[src/rtl/volctl_pkg.sv]
package volctl_pkg;

   // one sample of the three serial control lines
   typedef struct packed {
      logic cs;
      logic sck;
      logic sd;
   } vc_pins_t;

   localparam int unsigned VC_ADDR_W   = 8;
   localparam int unsigned VC_CODE_W   = 6;
   localparam int unsigned VC_COARSE_N = 7;
   localparam int unsigned VC_FINE_N   = 5;

endpackage

[src/rtl/volctl_sync.sv]
module volctl_sync
   import volctl_pkg::*;
#(
   parameter int unsigned STAGES = 2
) (
   input  logic     clk,
   input  logic     rst_n,
   input  vc_pins_t pins_i,
   output vc_pins_t pins_o,
   output logic     cs_fall,
   output logic     sck_rise
);

   generate
      if (STAGES < 2) begin : g_bad_stages
         $error("volctl_sync: STAGES must be at least 2");
      end
   endgenerate

   vc_pins_t [STAGES-1:0] stg;
   vc_pins_t              prev;

   always_ff @(posedge clk or negedge rst_n) begin
      if (!rst_n) begin
         stg  <= '0;
         prev <= '0;
      end else begin
         stg  <= {stg[STAGES-2:0], pins_i};
         prev <= stg[STAGES-1];
      end
   end

   assign pins_o   = stg[STAGES-1];
   assign cs_fall  = prev.cs & ~pins_o.cs;
   assign sck_rise = pins_o.sck & ~prev.sck;

endmodule

[src/rtl/volctl_shifter.sv]
module volctl_shifter #(
   parameter int unsigned FRAME_W = 20
) (
   input  logic               clk,
   input  logic               rst_n,
   input  logic               en,
   input  logic               shift,
   input  logic               din,
   output logic [FRAME_W-1:0] frame,
   output logic               full
);

   // counter saturates one past a full frame so over-long frames stay invalid
   localparam int unsigned CAP   = FRAME_W + 1;
   localparam int unsigned CNT_W = $clog2(CAP + 1);

   generate
      if (FRAME_W < 2) begin : g_bad_frame
         $error("volctl_shifter: FRAME_W too small");
      end
   endgenerate

   logic [CNT_W-1:0] cnt;

   always_ff @(posedge clk or negedge rst_n) begin
      if (!rst_n) begin
         cnt   <= '0;
         frame <= '0;
      end else if (!en) begin
         cnt <= '0;
      end else if (shift) begin
         frame <= {din, frame[FRAME_W-1:1]};
         if (cnt != CNT_W'(CAP)) cnt <= cnt + 1'b1;
      end
   end

   assign full = (cnt == CNT_W'(FRAME_W));

   a_r4_cnt_capped: assert property (@(posedge clk) disable iff (!rst_n)
      cnt <= CNT_W'(CAP));

   a_r10_idle_no_shift: assert property (@(posedge clk) disable iff (!rst_n)
      !en |=> $stable(frame));

endmodule

[src/rtl/volctl_chan_dec.sv]
module volctl_chan_dec #(
   parameter int unsigned CODE_W   = 6,
   parameter int unsigned COARSE_N = 7,
   parameter int unsigned FINE_N   = 5
) (
   input  logic [CODE_W-1:0]   code,
   output logic [COARSE_N-1:0] coarse,
   output logic [FINE_N-1:0]   fine,
   output logic                cut
);

   localparam int unsigned CUT_CODE = COARSE_N * FINE_N;

   generate
      if (CUT_CODE >= (1 << CODE_W)) begin : g_bad_code_w
         $error("volctl_chan_dec: CODE_W cannot hold the cut code");
      end
   endgenerate

   // coarse tap k covers codes [k*FINE_N, (k+1)*FINE_N)
   for (genvar k = 0; k < COARSE_N; k++) begin : g_coarse
      localparam logic [CODE_W-1:0] LO = CODE_W'(k * FINE_N);
      localparam logic [CODE_W-1:0] HI = CODE_W'((k + 1) * FINE_N);
      assign coarse[k] = (code >= LO) && (code < HI);
   end

   // fine tap j is hit by every code with remainder j below the cut code
   for (genvar j = 0; j < FINE_N; j++) begin : g_fine
      logic hit;
      always_comb begin
         hit = 1'b0;
         for (int k = 0; k < COARSE_N; k++) begin
            if (code == CODE_W'(k * FINE_N + j)) hit = 1'b1;
         end
      end
      assign fine[j] = hit;
   end

   assign cut = (code >= CODE_W'(CUT_CODE));

endmodule

[src/rtl/volctl_serial_if.sv]
module volctl_serial_if
   import volctl_pkg::*;
#(
   parameter int unsigned ADDR_W      = VC_ADDR_W,
   parameter int unsigned CODE_W      = VC_CODE_W,
   parameter int unsigned COARSE_N    = VC_COARSE_N,
   parameter int unsigned FINE_N      = VC_FINE_N,
   parameter int unsigned ADDR_HI     = 88,
   parameter int unsigned ADDR_LO     = 89,
   parameter int unsigned SYNC_STAGES = 2
) (
   input  logic                clk,
   input  logic                rst_n,
   input  logic                ser_cs,
   input  logic                ser_clk,
   input  logic                ser_dat,
   input  logic                addr_sel,
   output logic [COARSE_N-1:0] l_coarse,
   output logic [FINE_N-1:0]   l_fine,
   output logic                l_cut,
   output logic [COARSE_N-1:0] r_coarse,
   output logic [FINE_N-1:0]   r_fine,
   output logic                r_cut,
   output logic                mute
);

   localparam int unsigned N_CH     = 2;
   localparam int unsigned CTRL_W   = N_CH * CODE_W;
   localparam int unsigned FRAME_W  = ADDR_W + CTRL_W;
   localparam int unsigned CUT_CODE = COARSE_N * FINE_N;

   generate
      if (ADDR_HI >= (1 << ADDR_W) || ADDR_LO >= (1 << ADDR_W)) begin : g_bad_addr
         $error("volctl_serial_if: address codes exceed ADDR_W");
      end
      if (ADDR_HI == ADDR_LO) begin : g_same_addr
         $error("volctl_serial_if: strap addresses must differ");
      end
   endgenerate

   vc_pins_t           raw, pins;
   logic               cs_fall, sck_rise;
   logic [FRAME_W-1:0] frame;
   logic               full, match, commit;

   assign raw = {ser_cs, ser_clk, ser_dat};

   volctl_sync #(.STAGES(SYNC_STAGES)) u_sync (
      .clk      (clk),
      .rst_n    (rst_n),
      .pins_i   (raw),
      .pins_o   (pins),
      .cs_fall  (cs_fall),
      .sck_rise (sck_rise)
   );

   volctl_shifter #(.FRAME_W(FRAME_W)) u_shift (
      .clk   (clk),
      .rst_n (rst_n),
      .en    (pins.cs),
      .shift (sck_rise),
      .din   (pins.sd),
      .frame (frame),
      .full  (full)
   );

   assign match  = frame[ADDR_W-1:0] ==
                   (addr_sel ? ADDR_W'(ADDR_HI) : ADDR_W'(ADDR_LO));
   assign commit = cs_fall & full & match;

   logic [N_CH-1:0][CODE_W-1:0] code_q;
   logic                        mute_q;

   always_ff @(posedge clk or negedge rst_n) begin
      if (!rst_n) begin
         code_q <= {N_CH{CODE_W'(CUT_CODE)}};
         mute_q <= 1'b1;
      end else if (commit) begin
         code_q <= frame[FRAME_W-1:ADDR_W];
         mute_q <= 1'b0;
      end
   end

   assign mute = mute_q;

   logic [COARSE_N-1:0] coarse_w [N_CH];
   logic [FINE_N-1:0]   fine_w   [N_CH];
   logic                cut_w    [N_CH];

   for (genvar ch = 0; ch < N_CH; ch++) begin : g_chan
      volctl_chan_dec #(
         .CODE_W   (CODE_W),
         .COARSE_N (COARSE_N),
         .FINE_N   (FINE_N)
      ) u_dec (
         .code   (code_q[ch]),
         .coarse (coarse_w[ch]),
         .fine   (fine_w[ch]),
         .cut    (cut_w[ch])
      );

      a_r6_cut_clears_taps: assert property (@(posedge clk) disable iff (!rst_n)
         cut_w[ch] |-> (coarse_w[ch] == '0) && (fine_w[ch] == '0));

      a_r5_one_tap_each: assert property (@(posedge clk) disable iff (!rst_n)
         !cut_w[ch] |-> ($countones(coarse_w[ch]) == 1) && ($countones(fine_w[ch]) == 1));
   end

   assign l_coarse = coarse_w[0];
   assign l_fine   = fine_w[0];
   assign l_cut    = cut_w[0];
   assign r_coarse = coarse_w[1];
   assign r_fine   = fine_w[1];
   assign r_cut    = cut_w[1];

   a_r8_mute_sticky: assert property (@(posedge clk) disable iff (!rst_n)
      !mute |=> !mute);

   a_r8_mute_release_on_cs_fall: assert property (@(posedge clk) disable iff (!rst_n)
      $fell(mute) |-> $past(cs_fall));

   a_r3_settings_move_on_cs_fall: assert property (@(posedge clk) disable iff (!rst_n)
      !$stable(code_q) |-> $past(cs_fall));

endmodule

[config.mk]
export PLATFORM = sky130hd
export DESIGN_NAME = volctl_serial_if
export DESIGN_NICKNAME = d
export VERILOG_FILES = /design/src/rtl/volctl_pkg.sv /design/src/rtl/volctl_sync.sv /design/src/rtl/volctl_shifter.sv /design/src/rtl/volctl_chan_dec.sv /design/src/rtl/volctl_serial_if.sv
export SDC_FILE = /design/constraint.sdc
export NUM_CORES = 1
export LEC_CHECK = 0
export ABC_AREA = 0
export BUFFER_PORTS_ARGS = -buffer_cell sky130_fd_sc_hd__buf_4
export CAP_MARGIN = 25
export CORE_MARGIN = 8
export CORE_UTILIZATION = 35
export DETAILED_ROUTE_END_ITERATION = 12
export PLACE_DENSITY_LB_ADDON = 0.08
export REMOVE_ABC_BUFFERS = 1
export SKIP_CTS_REPAIR_TIMING = 1
export SYNTH_ARGS = -nofsm -noshare
export SYNTH_HDL_FRONTEND = slang
export SYNTH_SLANG_ARGS = --single-unit
[constraint.sdc]
create_clock -name clk -period 1.57 [get_ports clk]
set_input_delay 0.0785 -clock clk [delete_from_list [all_inputs] [get_ports clk]]
set_output_delay 0.0785 -clock clk [all_outputs]
set_load 0.02 [all_outputs]
==> impl_metrics.tcl, run 1 <==
set metrics [dict create \
    synth_top_family_by_area "simple AND/OR/NAND/NOR gates" \
    critPathRequiredTime_ps 1490 \
    multiInputGateArea_um2 1820 \
    critical-path-top-delay-family "flip-flops" \
    fin_ws_ps -355 \
    path_max_fanout 3 \
    slowest_delay_ps 540 \
    grt_pass1_wl_um 10100 \
    core-area_um2 7690 \
    clkTransAtPathRegs_ps 90 \
    use_met2_pct 17.0 \
    setup_violations 36 \
    min_period_ps 1930 \
    clock_sinks 46 \
    gp_congestion 0.794 \
    busiest_layer "met2" \
    drv_cap 0 \
    path_class "reg -> out" \
    utilization_pct 53.6 \
    synth_edf_count 0 \
    relSlewSlack_pct 62.0 \
    die_h_um 105 \
    cp-end-kind "primary output" \
    final_max_slew_viol_count 0 \
    regArea_um2 1160 \
    finalWirelength_um 6610 \
    drc 0 \
    ys.flop_type "dfrtp_1" \
    worst_ep_arrival_time_ps 1850 \
    synth-seq-cells 46 \
    io_pins 33 \
    outcome "complete, but fails checks" \
    grt_util_met1_pct 14.3 \
    syn_inst 269 \
    grt_pass1_vias 2113 \
    clk_latency_ps 300 \
    tightest_slew_ps 570 \
    finalCritPeriodShare_pct 123 \
    syn_area_um2 2770 \
    routedWlPerCell_um 14.8 \
    muxShareOfSynthArea_pct 15.4 \
    cts_tree "done" \
    cts_buffer_depth 2 \
    grt_max_degree 47 \
    antenna_found_initial 0 \
    synth.distinct_cells 53 \
    nets 354 \
    irDropWorstVdd_mv 0.504 \
    io_buffers 32 \
    start_util_pct 36.0 \
    crit_chain "buf_4 > nor3b_2 > a21oi_2 > o221a_2 > o31ai_2 > buf_4" \
    grt.overflow.total 0 \
    power.density_nw_per_um2 563 \
    synth_adder_area_share_pct 1.36 \
    dieArea_um2 11000 \
    firstDrtPassIters 4 \
    hp-class "in -> async" \
    synth-compound-area-share_pct 11.7 \
    vias 2253 \
    violations "setup timing" \
    p_leak_uw 0.00176 \
    stdcell_area_um2 4120 \
    track_usage_pct 10.7 \
    die_width_um 105 \
    drt_iter0_markers 83 \
    antenna_left 0 \
    seq_area_frac_synth_pct 41.9 \
    cpMostUsedCell "buf_4" \
    diodes 0 \
    critical_path_buf_inv_count 2 \
    htree_levels 2 \
    root_buffer "clkbuf_8" \
    rows 32 \
    place_ws_ps -155 \
    critPathLaunchType "flip-flop" \
    final_common_cell "buf_4" \
    syn_to_final_growth_pct 48.9 \
    n_fill_cell 692 \
    place_area_um2 3360 \
    final_cell_mix "buf_4 (71), dfrtp_1 (35), buf_6 (23), mux2_2 (20), mux2_4 (14)" \
    synthSimpleGateAreaFrac_pct 19.9 \
    async_flop_share_pct 100 \
    ys_warn_count 0 \
    cp_slowest_cell "dfstp_2" \
    synth_xor_area_share_pct 2.53 \
    hold_viol_final 0 \
    clock_skew_ps 10.2 \
    cts_made_buffers 5 \
    syn_avg_cell_area_um2 10.3 \
    drive_gt1_share_pct 63.0 \
    vias_per_cell 5.03 \
    grt_use_met3_pct 2.70 \
    fmax_mhz 519 \
    dpl.hpwl_um 4380 \
    rsz0062_at_grt "yes" \
]
[layer usage]
layer	share of wire [%]	routed length, µm	up-vias
met2	50	3290	31
met4	0.61	40	0
met5	0	0	-
met1	46	3050	1118
met3	3.4	228	4
li1	-	-	1100
[cell usage after synthesis (4+ instances only)]
cell | n | share of area, %
a21oi_1 | 7 | 1.3
and2_1 | 5 | 1.1
buf_4 | 10 | 2.7
clkbuf_1 | 18 | 2.4
dfrtp_1 | 39 | 35
dfstp_2 | 7 | 6.6
inv_1 | 8 | 1.1
mux2_2 | 25 | 10
mux2_4 | 9 | 4.9
nand2_1 | 12 | 1.6
nand2b_1 | 13 | 2.9
nand3_1 | 6 | 1.1
nand3b_1 | 6 | 1.6
nor2_1 | 16 | 2.2
nor2b_1 | 5 | 1.1
nor3b_1 | 4 | 1.1
o21ai_0 | 6 | 1.1
o22ai_1 | 6 | 1.4
o31ai_1 | 4 | 1.1
or2_2 | 4 | 0.90
or3_1 | 4 | 0.90
xnor2_1 | 6 | 1.9
[where the power goes]
part | internal [µW] | leakage, µW | switching, µW
Combinational | 127 | 0.00113 | 73.3
Sequential | 1300 | 0.000579 | 80.7
Clock | 322 | 0.0000447 | 422
[flip-flops by register name (all words and copies together) (netlist names)]
signal	cells
u_sync.stg	3
u_sync.prev	2
mute	1
code_q	12
u_sync.pins_o	3
u_shift.frame	20
u_shift.cnt	5
[path summary, 6_finish.rpt]
path                       slack [ps]        startpoint          endpoint  cells after the start
max                              -360         code_q[6]         r_fine[4]                      6
min                               320             rst_n     u_sync.stg[1]                      2
max reg2reg                       -50  u_shift.frame[7]         code_q[8]                      5
min reg2reg                       360     u_sync.stg[0]  u_sync.pins_o[0]                      0
max in group asynchronous         840             rst_n         code_q[8]                      2
min in group clk                  360     u_sync.stg[0]  u_sync.pins_o[0]                      0
[through the flow]
| stage | power [µW] | setup TNS [ps] | hold slack (ps) | instances |
|---|---|---|---|---|
| finish | 2320 | -5450 | 315 | 448 |
| global route | 2440 | -8430 | 353 | 448 |
| CTS | 2340 | -9290 | -216 | 428 |
| detailed placement | 1590 | -2290 | 122 | 420 |
| global placement | 1580 | -1730 | 122 | 420 |
| floorplan | 1490 | -7580 | -217 | 237 |
[worst register-to-register path, cell delays in order (launching register included)]
cell      delay [ps]
dfrtp_1          390
and4bb_1         280
nand3b_2         100
nor4_4           220
buf_12           200
mux2_4           310
[layout make-up]
type / count / area share, %
clock buffers: 5 / 1.67
inverters: 8 / 0.729
flip-flops and latches: 46 / 28.3
clock inverters: 3 / 0.607
multi-input cells: 183 / 44.1
repair buffers: 101 / 21.5
well taps: 102 / 3.10
[kinds of logic (layout without fill, tap and decap cells)]
kind of cell / after synthesis / after routing
compound gates: 45 / 45
xor+xnor: 8 / 8
fa+ha+maj: 3 / 3
buf+inv: 40 / 117
flops: 46 / 46
mux: 35 / 35
simple gates: 92 / 92
No activity file was read; power rests on OpenSTA's default activity.
==> run 2: changes to the inputs <==
HOLD_SLACK_MARGIN = 0.06   (was not set)
REMOVE_ABC_BUFFERS = not set   (was 1)
==> impl_metrics.tcl, run 2 (synthesis gave the netlist of run 1 again) <==
set metrics [dict create \
    synthesis.nets 278 \
    critical-path-top-delay-family "flip-flops" \
    drt_iter0_markers 54 \
    critical_path_buf_inv_count 1 \
    diodes 0 \
    vias_per_cell 4.96 \
    clock_sinks 46 \
    die_h_um 105 \
    cp_slowest_cell "dfstp_2" \
    drc 0 \
    finalWirelength_um 6530 \
    finalCritPeriodShare_pct 123 \
    gp_congestion 0.796 \
    largest_register "u_shift.frame" \
    drv_cap 0 \
    firstDrtPassIters 4 \
    vias 2225 \
    start_util_pct 36.0 \
    antenna_left 0 \
    clock_skew_ps 9.88 \
    antenna_found_initial 0 \
    fmax_mhz 518 \
    largestRegisters "u_shift.frame: 20 flops, code_q: 12 flops, u_shift.cnt: 5 flops" \
    io_pins 33 \
    slowest_delay_ps 580 \
    track_usage_pct 11.3 \
    core-area_um2 7690 \
    dpl.hpwl_um 4450 \
    min_period_ps 1930 \
    r2r_end "code_q[9]" \
    cp-end-kind "primary output" \
    cts_buffer_depth 2 \
    crit_chain "or3b_4 > a21oi_2 > a311oi_1 > o31ai_1 > buf_4" \
    reg2reg_depth 6 \
    nets 355 \
    worst_ep_arrival_time_ps 1850 \
    rows 32 \
    hp-class "in -> async" \
    clkTransAtPathRegs_ps 90 \
    root_buffer "clkbuf_8" \
    htree_levels 2 \
    path_max_fanout 6 \
    r2r-start "u_shift.frame[7]" \
    grt_max_degree 47 \
    total_power_uw 2250 \
    final_cell_mix "buf_4 (78), dfrtp_1 (35), mux2_2 (21), buf_6 (18), nor2_1 (14)" \
    path_class "reg -> out" \
    routedWlPerCell_um 14.5 \
    die_width_um 105 \
    rsz0062_at_grt "yes" \
    p_leak_uw 0.00175 \
    drive_gt1_share_pct 58.5 \
    syn_to_final_growth_pct 45.2 \
    relSlewSlack_pct 62.2 \
    hold_viol_final 0 \
    final_common_cell "buf_4" \
    critPathRequiredTime_ps 1490 \
    grt_pass1_wl_um 10700 \
    fin_ws_ps -361 \
    tightest_slew_ps 567 \
    grt_pass1_vias 2196 \
    ff2ff_setup_slack_ps -90 \
    utilization_pct 52.3 \
    clk_latency_ps 290 \
    cts_tree "done" \
    place_ws_ps -85.1 \
    critPathLaunchType "flip-flop" \
    grt.overflow.total 0 \
    dieArea_um2 11000 \
    power.density_nw_per_um2 560 \
    io_buffers 32 \
    irDropWorstVdd_mv 0.774 \
    outcome "complete, but fails checks" \
    final_max_slew_viol_count 0 \
    largest_register_ffs 20 \
    cts_made_buffers 5 \
    setup_violations 38 \
    violations "setup timing" \
]
run 2: how the worst max path moves through the flow:
| stage | start | end | slack (ps) | cells after the start |
|---|---|---|---|---|
| after floorplan | code_q[0] | l_fine[4] | -70 | 6 |
| after global placement | code_q[0] | l_fine[2] | -80 | 6 |
| after detailed placement | code_q[0] | l_fine[0] | -90 | 6 |
| after CTS | code_q[0] | l_fine[2] | -430 | 6 |
| after global routing | code_q[2] | l_fine[2] | -460 | 6 |
| final | code_q[6] | r_fine[2] | -360 | 5 |
run 2: area by class of cell:
| type | instances | area, µm² |
|---|---|---|
| fill | 722 | 3670 |
| clock inverter | 1 | 7.51 |
| sequential | 46 | 1160 |
| timing repair buffer | 102 | 873 |
| clock buffer | 7 | 76.3 |
| inverter | 8 | 32.5 |
| tap | 102 | 128 |
| multi-input combinational | 183 | 1740 |
run 2: report_power, final:
group / switching [µW] / internal, µW / leakage (µW) / total, µW
combinational: 73.5 / 124 / 0.00113 / 197
clock: 367 / 315 / 0.0000385 / 682
sequential: 75.8 / 1300 / 0.000579 / 1370
total: 516 / 1740 / 0.00175 / 2250
run 2: worst register-to-register path, delay by kind of cell, from the launching register on:
kind / cells / cell delay (ps)
buffers and inverters: 2 / 330
flip-flops: 1 / 380
multiplexers: 1 / 290
AND/OR/NAND/NOR: 3 / 550
run 2: stage by stage:
stage / hold WS (ps) / area, µm² / TNS [ps] / std cells
after detailed placement: 121 / 3410 / -904 / 420
after global routing: 369 / 4020 / -8610 / 449
final: 329 / 4020 / -5710 / 449
after CTS: -201 / 3490 / -7750 / 428
after floorplan: -217 / 2850 / -186 / 269
after global placement: 121 / 3410 / -707 / 420
run 2: metal layers:
layer / up-vias / track usage (%) / part of all wire [%]
met1: 1077 / 15.1 / 48
met2: 41 / 17.6 / 47
met4: 0 / 3.47 / 0.89
li1: 1103 / - / -
met5: - / 0 / 0
met3: 4 / 2.83 / 3.7
